### src/rtl/i2c_diag_pkg.sv
package i2c_diag_pkg;
  localparam int NUM_LINES = 2;
  localparam int LINE_SCL  = 0;
  localparam int LINE_SDA  = 1;

  function automatic int release_offset(int line);
    return (line == LINE_SCL) ? 32'h24 : 32'h30;
  endfunction

  function automatic int drive_offset(int line);
    return (line == LINE_SCL) ? 32'h2C : 32'h34;
  endfunction
endpackage

### src/rtl/i2c_diag_sync.sv
module i2c_diag_sync #(
  parameter int STAGES = 2
) (
  input  logic clk,
  input  logic rst,
  input  logic d,
  output logic q
);
  logic [STAGES-1:0] chain;

  always_ff @(posedge clk) begin
    if (rst) chain <= '1;
    else     chain <= {chain[STAGES-2:0], d};
  end

  assign q = chain[STAGES-1];

  // once the chain is flushed with the input level, the output carries it
  AST_SYNC_SETTLE: assert property (@(posedge clk) disable iff (rst)
    (&(chain ~^ {STAGES{d}})) |=> (q == $past(d)));
endmodule

### src/rtl/i2c_diag_line.sv
module i2c_diag_line #(
  parameter int ADDR_W = 8,
  parameter logic [ADDR_W-1:0] REL_ADDR = '0,
  parameter logic [ADDR_W-1:0] DRV_ADDR = '0
) (
  input  logic              clk,
  input  logic              rst,
  input  logic              diag_mode,
  input  logic              bus_req,
  input  logic              bus_we,
  input  logic [ADDR_W-1:0] bus_addr,
  input  logic              eng_low,
  output logic              pull_low
);
  logic man_low;
  logic hit_rel, hit_drv;

  always_comb begin
    hit_rel = bus_req && bus_we && diag_mode && (bus_addr == REL_ADDR);
    hit_drv = bus_req && bus_we && diag_mode && (bus_addr == DRV_ADDR);
  end

  always_ff @(posedge clk) begin
    if (rst)          man_low <= 1'b0;
    else if (hit_drv) man_low <= 1'b1;
    else if (hit_rel) man_low <= 1'b0;
  end

  always_ff @(posedge clk) begin
    if (rst) pull_low <= 1'b0;
    else     pull_low <= diag_mode ? man_low : eng_low;
  end

  AST_RST_RELEASE: assert property (@(posedge clk)
    rst |=> (!pull_low && !man_low));

  AST_ENGINE_PASS: assert property (@(posedge clk) disable iff (rst)
    !diag_mode |=> (pull_low == $past(eng_low)));

  AST_DRV_STROBE: assert property (@(posedge clk) disable iff (rst)
    (bus_req && bus_we && diag_mode && bus_addr == DRV_ADDR) |=> man_low);

  AST_REL_STROBE: assert property (@(posedge clk) disable iff (rst)
    (bus_req && bus_we && diag_mode && bus_addr == REL_ADDR) |=> !man_low);

  AST_OFF_IGNORE: assert property (@(posedge clk) disable iff (rst)
    !diag_mode |=> $stable(man_low));

  AST_DIAG_HOLD: assert property (@(posedge clk) disable iff (rst)
    (diag_mode && !bus_req) ##1 (diag_mode && !bus_req) |=> $stable(pull_low));
endmodule

### src/rtl/i2c_diag_lines.sv
module i2c_diag_lines
  import i2c_diag_pkg::*;
#(
  parameter int ADDR_W      = 8,
  parameter int STAT_W      = 32,
  parameter int SYNC_STAGES = 2,
  parameter int SCL_BIT     = 11,
  parameter int SDA_BIT     = 10
) (
  input  logic              clk,
  input  logic              rst,
  input  logic              diag_mode,
  input  logic              bus_req,
  input  logic              bus_we,
  input  logic [ADDR_W-1:0] bus_addr,
  input  logic              eng_scl_low,
  input  logic              eng_sda_low,
  input  logic              scl_in,
  input  logic              sda_in,
  output logic              scl_pull_low,
  output logic              sda_pull_low,
  output logic [STAT_W-1:0] stat_lines
);
  localparam int LINE_BIT [NUM_LINES] = '{SCL_BIT, SDA_BIT};

  logic [NUM_LINES-1:0] eng_low_v, pull_v, pin_v, sync_v;

  assign eng_low_v = {eng_sda_low, eng_scl_low};
  assign pin_v     = {sda_in, scl_in};

  for (genvar i = 0; i < NUM_LINES; i++) begin : g_line
    i2c_diag_line #(
      .ADDR_W  (ADDR_W),
      .REL_ADDR(ADDR_W'(release_offset(i))),
      .DRV_ADDR(ADDR_W'(drive_offset(i)))
    ) u_line (
      .clk      (clk),
      .rst      (rst),
      .diag_mode(diag_mode),
      .bus_req  (bus_req),
      .bus_we   (bus_we),
      .bus_addr (bus_addr),
      .eng_low  (eng_low_v[i]),
      .pull_low (pull_v[i])
    );

    i2c_diag_sync #(.STAGES(SYNC_STAGES)) u_sync (
      .clk(clk),
      .rst(rst),
      .d  (pin_v[i]),
      .q  (sync_v[i])
    );
  end

  assign scl_pull_low = pull_v[LINE_SCL];
  assign sda_pull_low = pull_v[LINE_SDA];

  for (genvar b = 0; b < STAT_W; b++) begin : g_stat
    if (b == LINE_BIT[LINE_SCL])      begin : g_scl
      assign stat_lines[b] = sync_v[LINE_SCL];
    end else if (b == LINE_BIT[LINE_SDA]) begin : g_sda
      assign stat_lines[b] = sync_v[LINE_SDA];
    end else begin : g_zero
      assign stat_lines[b] = 1'b0;
    end
  end

  // a registered handover: leaving diagnostic mode yields the engine level one edge later
  AST_HANDBACK: assert property (@(posedge clk) disable iff (rst)
    ($past(diag_mode) && !diag_mode) |=> (scl_pull_low == $past(eng_scl_low) &&
                                          sda_pull_low == $past(eng_sda_low)));
endmodule

### config.mk
export PLATFORM = sky130hd
export DESIGN_NAME = i2c_diag_lines
export DESIGN_NICKNAME = d
export VERILOG_FILES = /design/src/rtl/i2c_diag_pkg.sv /design/src/rtl/i2c_diag_sync.sv /design/src/rtl/i2c_diag_line.sv /design/src/rtl/i2c_diag_lines.sv
export SDC_FILE = /design/constraint.sdc
export NUM_CORES = 1
export LEC_CHECK = 0
export ABC_AREA = 0
export BUFFER_PORTS_ARGS = -buffer_cell sky130_fd_sc_hd__buf_2
export CORE_ASPECT_RATIO = 0.75
export CORE_UTILIZATION = 30
export DETAILED_ROUTE_END_ITERATION = 6
export PLACE_DENSITY = 0.78
export SLEW_MARGIN = 10
export SYNTH_ARGS = -nofsm -noshare
export SYNTH_HDL_FRONTEND = slang
export SYNTH_HIERARCHICAL = 1
export SYNTH_SLANG_ARGS = --single-unit
### constraint.sdc
create_clock -name clk -period 1.7 [get_ports clk]
set_input_delay 0.255 -clock clk [delete_from_list [all_inputs] [get_ports clk]]
set_output_delay 0.255 -clock clk [all_outputs]
set_load 0.03 [all_outputs]
==> metrics.md, run 1 <==
| Metric | Value |
|---|---|
| Clock Skews | 0.00119 ns |
| Area grow syn2layout | 6.07% |
| Post-synthesis sequential area ratio | 28.8% |
| Max incr delay on CP | 0.30 ns |
| Sink Count | 8 |
| # IOs | 51 |
| Max VDD drop | 245 µV |
| Port bufs | 20 |
| Final setup violation count | 0 |
| Detailed Place HPWL | 661 µm |
| Grt total ovfl | 0 |
| Fin. max-slew vios | 0 |
| RSZ-0062 raised after global routing | false |
| Drt via density | 3.43 |
| Reg area | 160 µm² |
| 1st-pass router iterations | 4 |
| Most common cell after layout, fill and taps aside | conb_1 |
| CP cell instances | buf_2 |
| Slowest CP cell | dfxtp_1 |
| Hold_buf cts | 0 |
| CP delay by family, top | flip-flops |
| CTS tree | yes |
| Antenna Nets Post-Route | 0 |
| Worst-path maximum fanout | 1 |
| Die area | 2030 µm² |
| Finished Cell Area | 591 µm² |
| Critical path class | reg2out |
| Global-route wire length before repair | 1060 µm |
| Post-layout min period | 0.980 ns |
| Largest net degree at the start of global routing | 11 |
| Worst path arrival time | 0.73 ns |
| Routed WL | 767 µm |
| Buf/Inv on CP | 1 |
| Synthesized area | 557 µm² |
| Final hold vios | 0 |
| Startpoint types | register |
| Routability Congestion | 0.669 |
| Final setup TNS | 0 ns |
| Fill cells | 181 |
| DP Area | 568 µm² |
| Fmax | 1.02 GHz |
| GRT Overall Usage | 7.37% |
| DIE WIDTH | 51.7 µm |
| Diode count | 0 |
| Avg WL per Cell | 7.45 µm |
| Tcrit/Tclk final | 57.7% |
| Max_cap viols | 0 |
| Status | completed |
| Power per cell area | 785 nW/µm² |
| Initial Util | 32.0% |
| CTS clk-pin slew, worst paths | 0.05 ns |
| P_leak | 0.327 nW |
| Via count | 353 |
| H-tree depth | 1 |
| Reg2reg start | g_line[1].u_line/man_low |
| Syn Area/Cell | 9.44 µm² |
| Clk_lat worst skew | 0.24 ns |
| Hold Path Origin | sda_in |
| Core box area | 1740 µm² |
| Critical Path Sink Type | output port |
| Drc violations | 0 |
| Die span in y | 39.3 µm |
| Net count of the finished layout | 100 |
| Root buffer cell | clkbuf_4 |
| Warnings from Yosys | 6 |
| Mapped Cells | 59 |
| TritonCTS buffer count | 3 |
| Vias in the first global route | 305 |
| Initial antenna violation count | 0 |
| Post-CTS resize count | 0 |
| Maximum root-to-sink buffer count | 2 |
| Hold crit path type | in2reg |
| WP data required | 1.44 ns |
| Commonest cells after routing, fill and taps aside | 30 x conb_1, 20 x buf_2, 8 x dfxtp_1 |
| # Post-CTS Setup Buffers | 0 |
| Multi-input logic area | 280 µm² |
| FF+latch count, synth | 8 |
| Distinct cells, synth | 9 |
| DRT iter0 DRCs | 3 |
| Crit path launch | g_line[0].u_line/pull_low |
| Std-Cell Rows | 13 |
| Fraction of layout cells with a size suffix above 1 | 28.4% |
| Flop-to-flop setup slack | 1.10 ns |
[worst paths after layout]
| path | end | cells after the start |
|---|---|---|
| max | scl_pull_low | 1 |
| min | g_line[1].u_sync/chain[0] | 2 |
| max reg2reg | g_line[1].u_line/pull_low | 2 |
| min reg2reg | g_line[0].u_sync/chain[1] | 1 |
[registers in the layout (all words and copies together), names as in the netlist]
name,count
g_line.u_line/man_low,2
g_line.u_line/pull_low,2
g_line.u_sync/chain,4
[report_power, final]
group | internal (mW) | switching, mW | leakage (nW)
combinational | 0.0255 | 0.109 | 0.248
sequential | 0.194 | 0.00105 | 0.0657
clock | 0.0800 | 0.0532 | 0.0138
[through the flow]
| stage | hold WS [ns] | std cells | worst slack (ns) | total power, mW | util [%] |
|---|---|---|---|---|---|
| floorplan | 0.327 | 88 | 0.785 | 0.359 | - |
| global placement | 0.393 | 100 | 0.646 | 0.331 | 32.6 |
| detailed placement | 0.394 | 100 | 0.587 | 0.333 | 32.6 |
| CTS | 0.182 | 103 | 0.705 | 0.469 | 33.9 |
| global route | 0.178 | 103 | 0.671 | 0.491 | 33.9 |
| finish | 0.191 | 103 | 0.720 | 0.463 | 33.9 |
[synthesized netlist by cell type, drive strengths merged]
cell type   n  area (µm²)
dfxtp       8         160
nor2        2        7.51
conb        1        3.75
or2         4        25.0
and4bb      4        50.1
nand2b      4        25.0
buf        30         225
mux2i       4        40.0
and4b       2        20.0
[layout make-up]
cell class / instances / share of cell area (%)
Timing Repair Buffer: 20 / 16.9
Sequential cell: 8 / 27.1
Clock buffer: 3 / 3.81
Multi-Input combinational cell: 50 / 47.5
Tap cell: 22 / 4.66
[per-layer routing]
layer,track usage [%],vias to the layer above,routed length (µm)
met3,3.49,0,66
met2,13.6,16,444
li1,-,180,-
met4,7.43,0,0
met5,0,-,0
met1,5.73,157,256
[cell families (layout without fill, tap and decap cells)]
| kind of cell | count (synthesis) | count (layout) | synth area share [%] |
|---|---|---|---|
| muxes | 4 | 4 | 7.19 |
| buffers and inverters | 30 | 23 | 40.5 |
| other | 1 | 30 | 0.674 |
| DFF | 8 | 8 | 28.8 |
| and+or+nand+nor | 16 | 16 | 22.9 |
Note: power is estimated with default switching activity, not from simulation.
==> run 2, diff against run 1 <==
--- a/config.mk
+++ b/config.mk
@@ -5,12 +5,12 @@
 export SDC_FILE = /design/constraint.sdc
 export NUM_CORES = 1
 export LEC_CHECK = 0
-export ABC_AREA = 0
+export ABC_AREA = 1
 export BUFFER_PORTS_ARGS = -buffer_cell sky130_fd_sc_hd__buf_2
 export CORE_ASPECT_RATIO = 0.75
 export CORE_UTILIZATION = 30
 export DETAILED_ROUTE_END_ITERATION = 6
-export PLACE_DENSITY = 0.78
+export PLACE_DENSITY = 0.77
 export SLEW_MARGIN = 10
 export SYNTH_ARGS = -nofsm -noshare
 export SYNTH_HDL_FRONTEND = slang
==> constraint.sdc (replaced) <==
create_clock -name clk -period 0.9 [get_ports clk]
set_input_delay 0.135 -clock clk [delete_from_list [all_inputs] [get_ports clk]]
set_output_delay 0.135 -clock clk [all_outputs]
set_load 0.03 [all_outputs]
==> metrics.md, run 2 <==
| Metric | Value |
|---|---|
| CTS tree | yes |
| CP cell instances | clkbuf_4 |
| Tcrit/Tclk final | 95.7% |
| Post-layout min period | 0.861 ns |
| Clk_lat worst skew | 0.25 ns (about the same) |
| Global-route wire length before repair | 1580 µm (+50%) |
| Ys async rst share | 0% (unchanged) |
| Distinct cells, synth | 11 (+2) |
| Area grow syn2layout | 7.16% |
| Hold_buf cts | 0 (unchanged) |
| Critical Path Sink Type | output port |
| Status | completed |
| Number of flip-flops under the largest register name | 4 (unchanged) |
| Routability Congestion | 0.781 (+17%) |
| RSZ-0062 raised after global routing | false |
| Avg WL per Cell | 6.10 µm (-18%) |
| Die area | 2350 µm² (+15%) |
| Drt via density | 3.32 (-3.0%) |
| # IOs | 51 (unchanged) |
| Yosys top cell by area | buf_4 |
| Final setup TNS | 0 ns (unchanged) |
| Max incr delay on CP | 0.30 ns (about the same) |
| Largest net degree at the start of global routing | 6 (-5) |
| Yosys top cell area share | 34.8% (-5.6 points) |
| Net count of the finished layout | 143 (+43%) |
| 1st-pass router iterations | 4 (unchanged) |
| DIE WIDTH | 55.6 µm (+7.5%) |
| Worst-path maximum fanout | 1 (unchanged) |
| Post-synthesis sequential area ratio | 24.8% (-4.0 points) |
| Synthesized area | 647 µm² (+16%) |
| Biggest register | g_line.u_sync/chain |
| DRT iter0 DRCs | 2 (-1) |
| Root buffer cell | clkbuf_4 |
| Biggest regs | g_line.u_sync/chain x4, g_line.u_line/man_low x2, g_line.u_line/pull_low x2 |
| Max_cap viols | 0 (unchanged) |
| Antenna Nets Post-Route | 0 (unchanged) |
| Diode count | 0 (unchanged) |
| Sink Count | 8 (unchanged) |
| GRT Overall Usage | 9.19% (+1.8 points) |
| Syn Area/Cell | 6.34 µm² (-33%) |
| Critical path class | reg2out |
| Maximum root-to-sink buffer count | 2 (unchanged) |
| Max VDD drop | 499 µV (+100%) |
| EDFF count, synth | 0 (unchanged) |
| Synth top cells by count | 30 x buf_4, 22 x inv_1, 16 x nand2_1, 12 x nor2_1, 8 x dfxtp_1 |
| Fin Hold WS | 0.0555 ns (-0.136 ns) |
| CP delay by family, top | flip-flops |
| TritonCTS buffer count | 3 (unchanged) |
| Commonest cells after routing, fill and taps aside | 30 x conb_1, 22 x inv_1, 16 x nand2_1, 16 x buf_2, 12 x nor2_1 |
| Synth area leaders | buf_4 35%, dfxtp_1 25%, inv_1 13% |
| Initial antenna violation count | 0 (unchanged) |
| Initial Util | 32.1% (+0.12 points) |
| Routed WL | 903 µm (+18%) |
| Ys flop type | dfxtp_1 |
| Detailed Place HPWL | 780 µm (+18%) |
| Grt total ovfl | 0 (unchanged) |
| Via count | 492 (+39%) |
| Post-CTS resize count | 0 (unchanged) |
| Warnings from Yosys | 6 (unchanged) |
| Most common cell after layout, fill and taps aside | conb_1 |
| Vias in the first global route | 408 (+34%) |
| H-tree depth | 1 (unchanged) |
| WP data required | 0.76 ns (-0.68 ns) |
| Fraction of layout cells with a size suffix above 1 | 23.4% (-5.0 points) |
| Drc violations | 0 (unchanged) |
| FF+latch count, synth | 8 (unchanged) |
| Final hold vios | 0 (unchanged) |
| # Post-CTS Setup Buffers | 0 (unchanged) |
| Startpoint types | register |
| Fin. max-slew vios | 0 (unchanged) |
| Power per cell area | 1340 nW/µm² (+70%) |
| Die span in y | 42.2 µm (+7.4%) |
| P_leak | 0.448 nW (+37%) |
| Top-count cell post-synth | buf_4 |
| Flop-to-flop setup slack | 0.33 ns (-0.77 ns) |
| Slowest CP cell | dfxtp_1 |
| Port bufs | 20 (unchanged) |
| Std-Cell Rows | 14 (+1) |
| Worst path arrival time | 0.73 ns (about the same) |
| Core box area | 2010 µm² (+16%) |
| CTS clk-pin slew, worst paths | 0.05 ns (about the same) |
| Fmax | 1.16 GHz |
| Mapped Cells | 102 (+73%) |
| Hold crit path type | in2reg |
| Clock Skews | 0.00325 ns (+0.00206 ns) |
| Final setup violation count | 0 (unchanged) |
| Buf/Inv on CP | 1 (unchanged) |
## run 2: power breakdown
group	switching [mW]	internal (mW)	leakage, nW
clock network	0.106	0.151	0.0138
registers	0.00317	0.368	0.0659
logic	0.241	0.0569	0.368
total	0.351	0.577	0.448
## run 2: kinds of logic (layout without fill, tap and decap cells)
kind of cell / after synthesis / in the layout / share of synthesized area [%]
AOI/OAI and AO/OA: 4 / 4 / 3.09
buffers and inverters: 53 / 46 / 48.2
DFF: 8 / 8 / 24.8
other: 1 / 30 / 0.580
and+or+nand+nor: 36 / 36 / 23.4
## run 2: stage by stage
| stage | area [µm²] | power (mW) | utilization [%] | setup slack [ns] | std cells |
|---|---|---|---|---|---|
| 2_1_floorplan | 756 | 0.710 | - | 0.273 | 131 |
| 3_3_place_gp | 661 | 0.670 | 32.8 | 0.131 | 145 |
| 3_5_place_dp | 661 | 0.671 | 32.8 | 0.115 | 145 |
| 4_1_cts | 683 | 0.939 | 33.9 | 0.00974 | 148 |
| 6_report | 693 | 0.927 | 34.4 | 0.0389 | 148 |
| 5_1_grt | 693 | 0.988 | 34.4 | 0.00770 | 148 |
## run 2: final timing paths
path / from / depth (start not counted) / end
setup reg to reg: g_line[1].u_line/man_low / 2 / g_line[1].u_line/man_low
hold reg to reg: g_line[1].u_sync/chain[0] / 2 / g_line[1].u_sync/chain[1]
setup / recovery: g_line[1].u_line/pull_low / 1 / sda_pull_low
hold / removal: sda_in / 3 / g_line[1].u_sync/chain[0]
## run 2: metal layers
layer / vias up / track usage (%) / part of all wire [%]
met5: - / 0 / 0
met1: 200 / 9.04 / 41
met2: 18 / 14.2 / 52
li1: 274 / - / -
met3: 0 / 4.32 / 7.3
met4: 0 / 9.00 / 0
## run 2: final cells by class
type	instances	area, µm²
clock buffer	3	22.5
tap	24	30.0
sequential	8	160
fill	221	1320
timing repair buffer	20	110
multi-input combinational	70	284
inverter	23	86.3
## run 2: worst reg2reg max path, delay by kind of cell (launching register included)
kind	cells	cell delay, ns
DFF	1	0.30
and+or+nand+nor	2	0.16
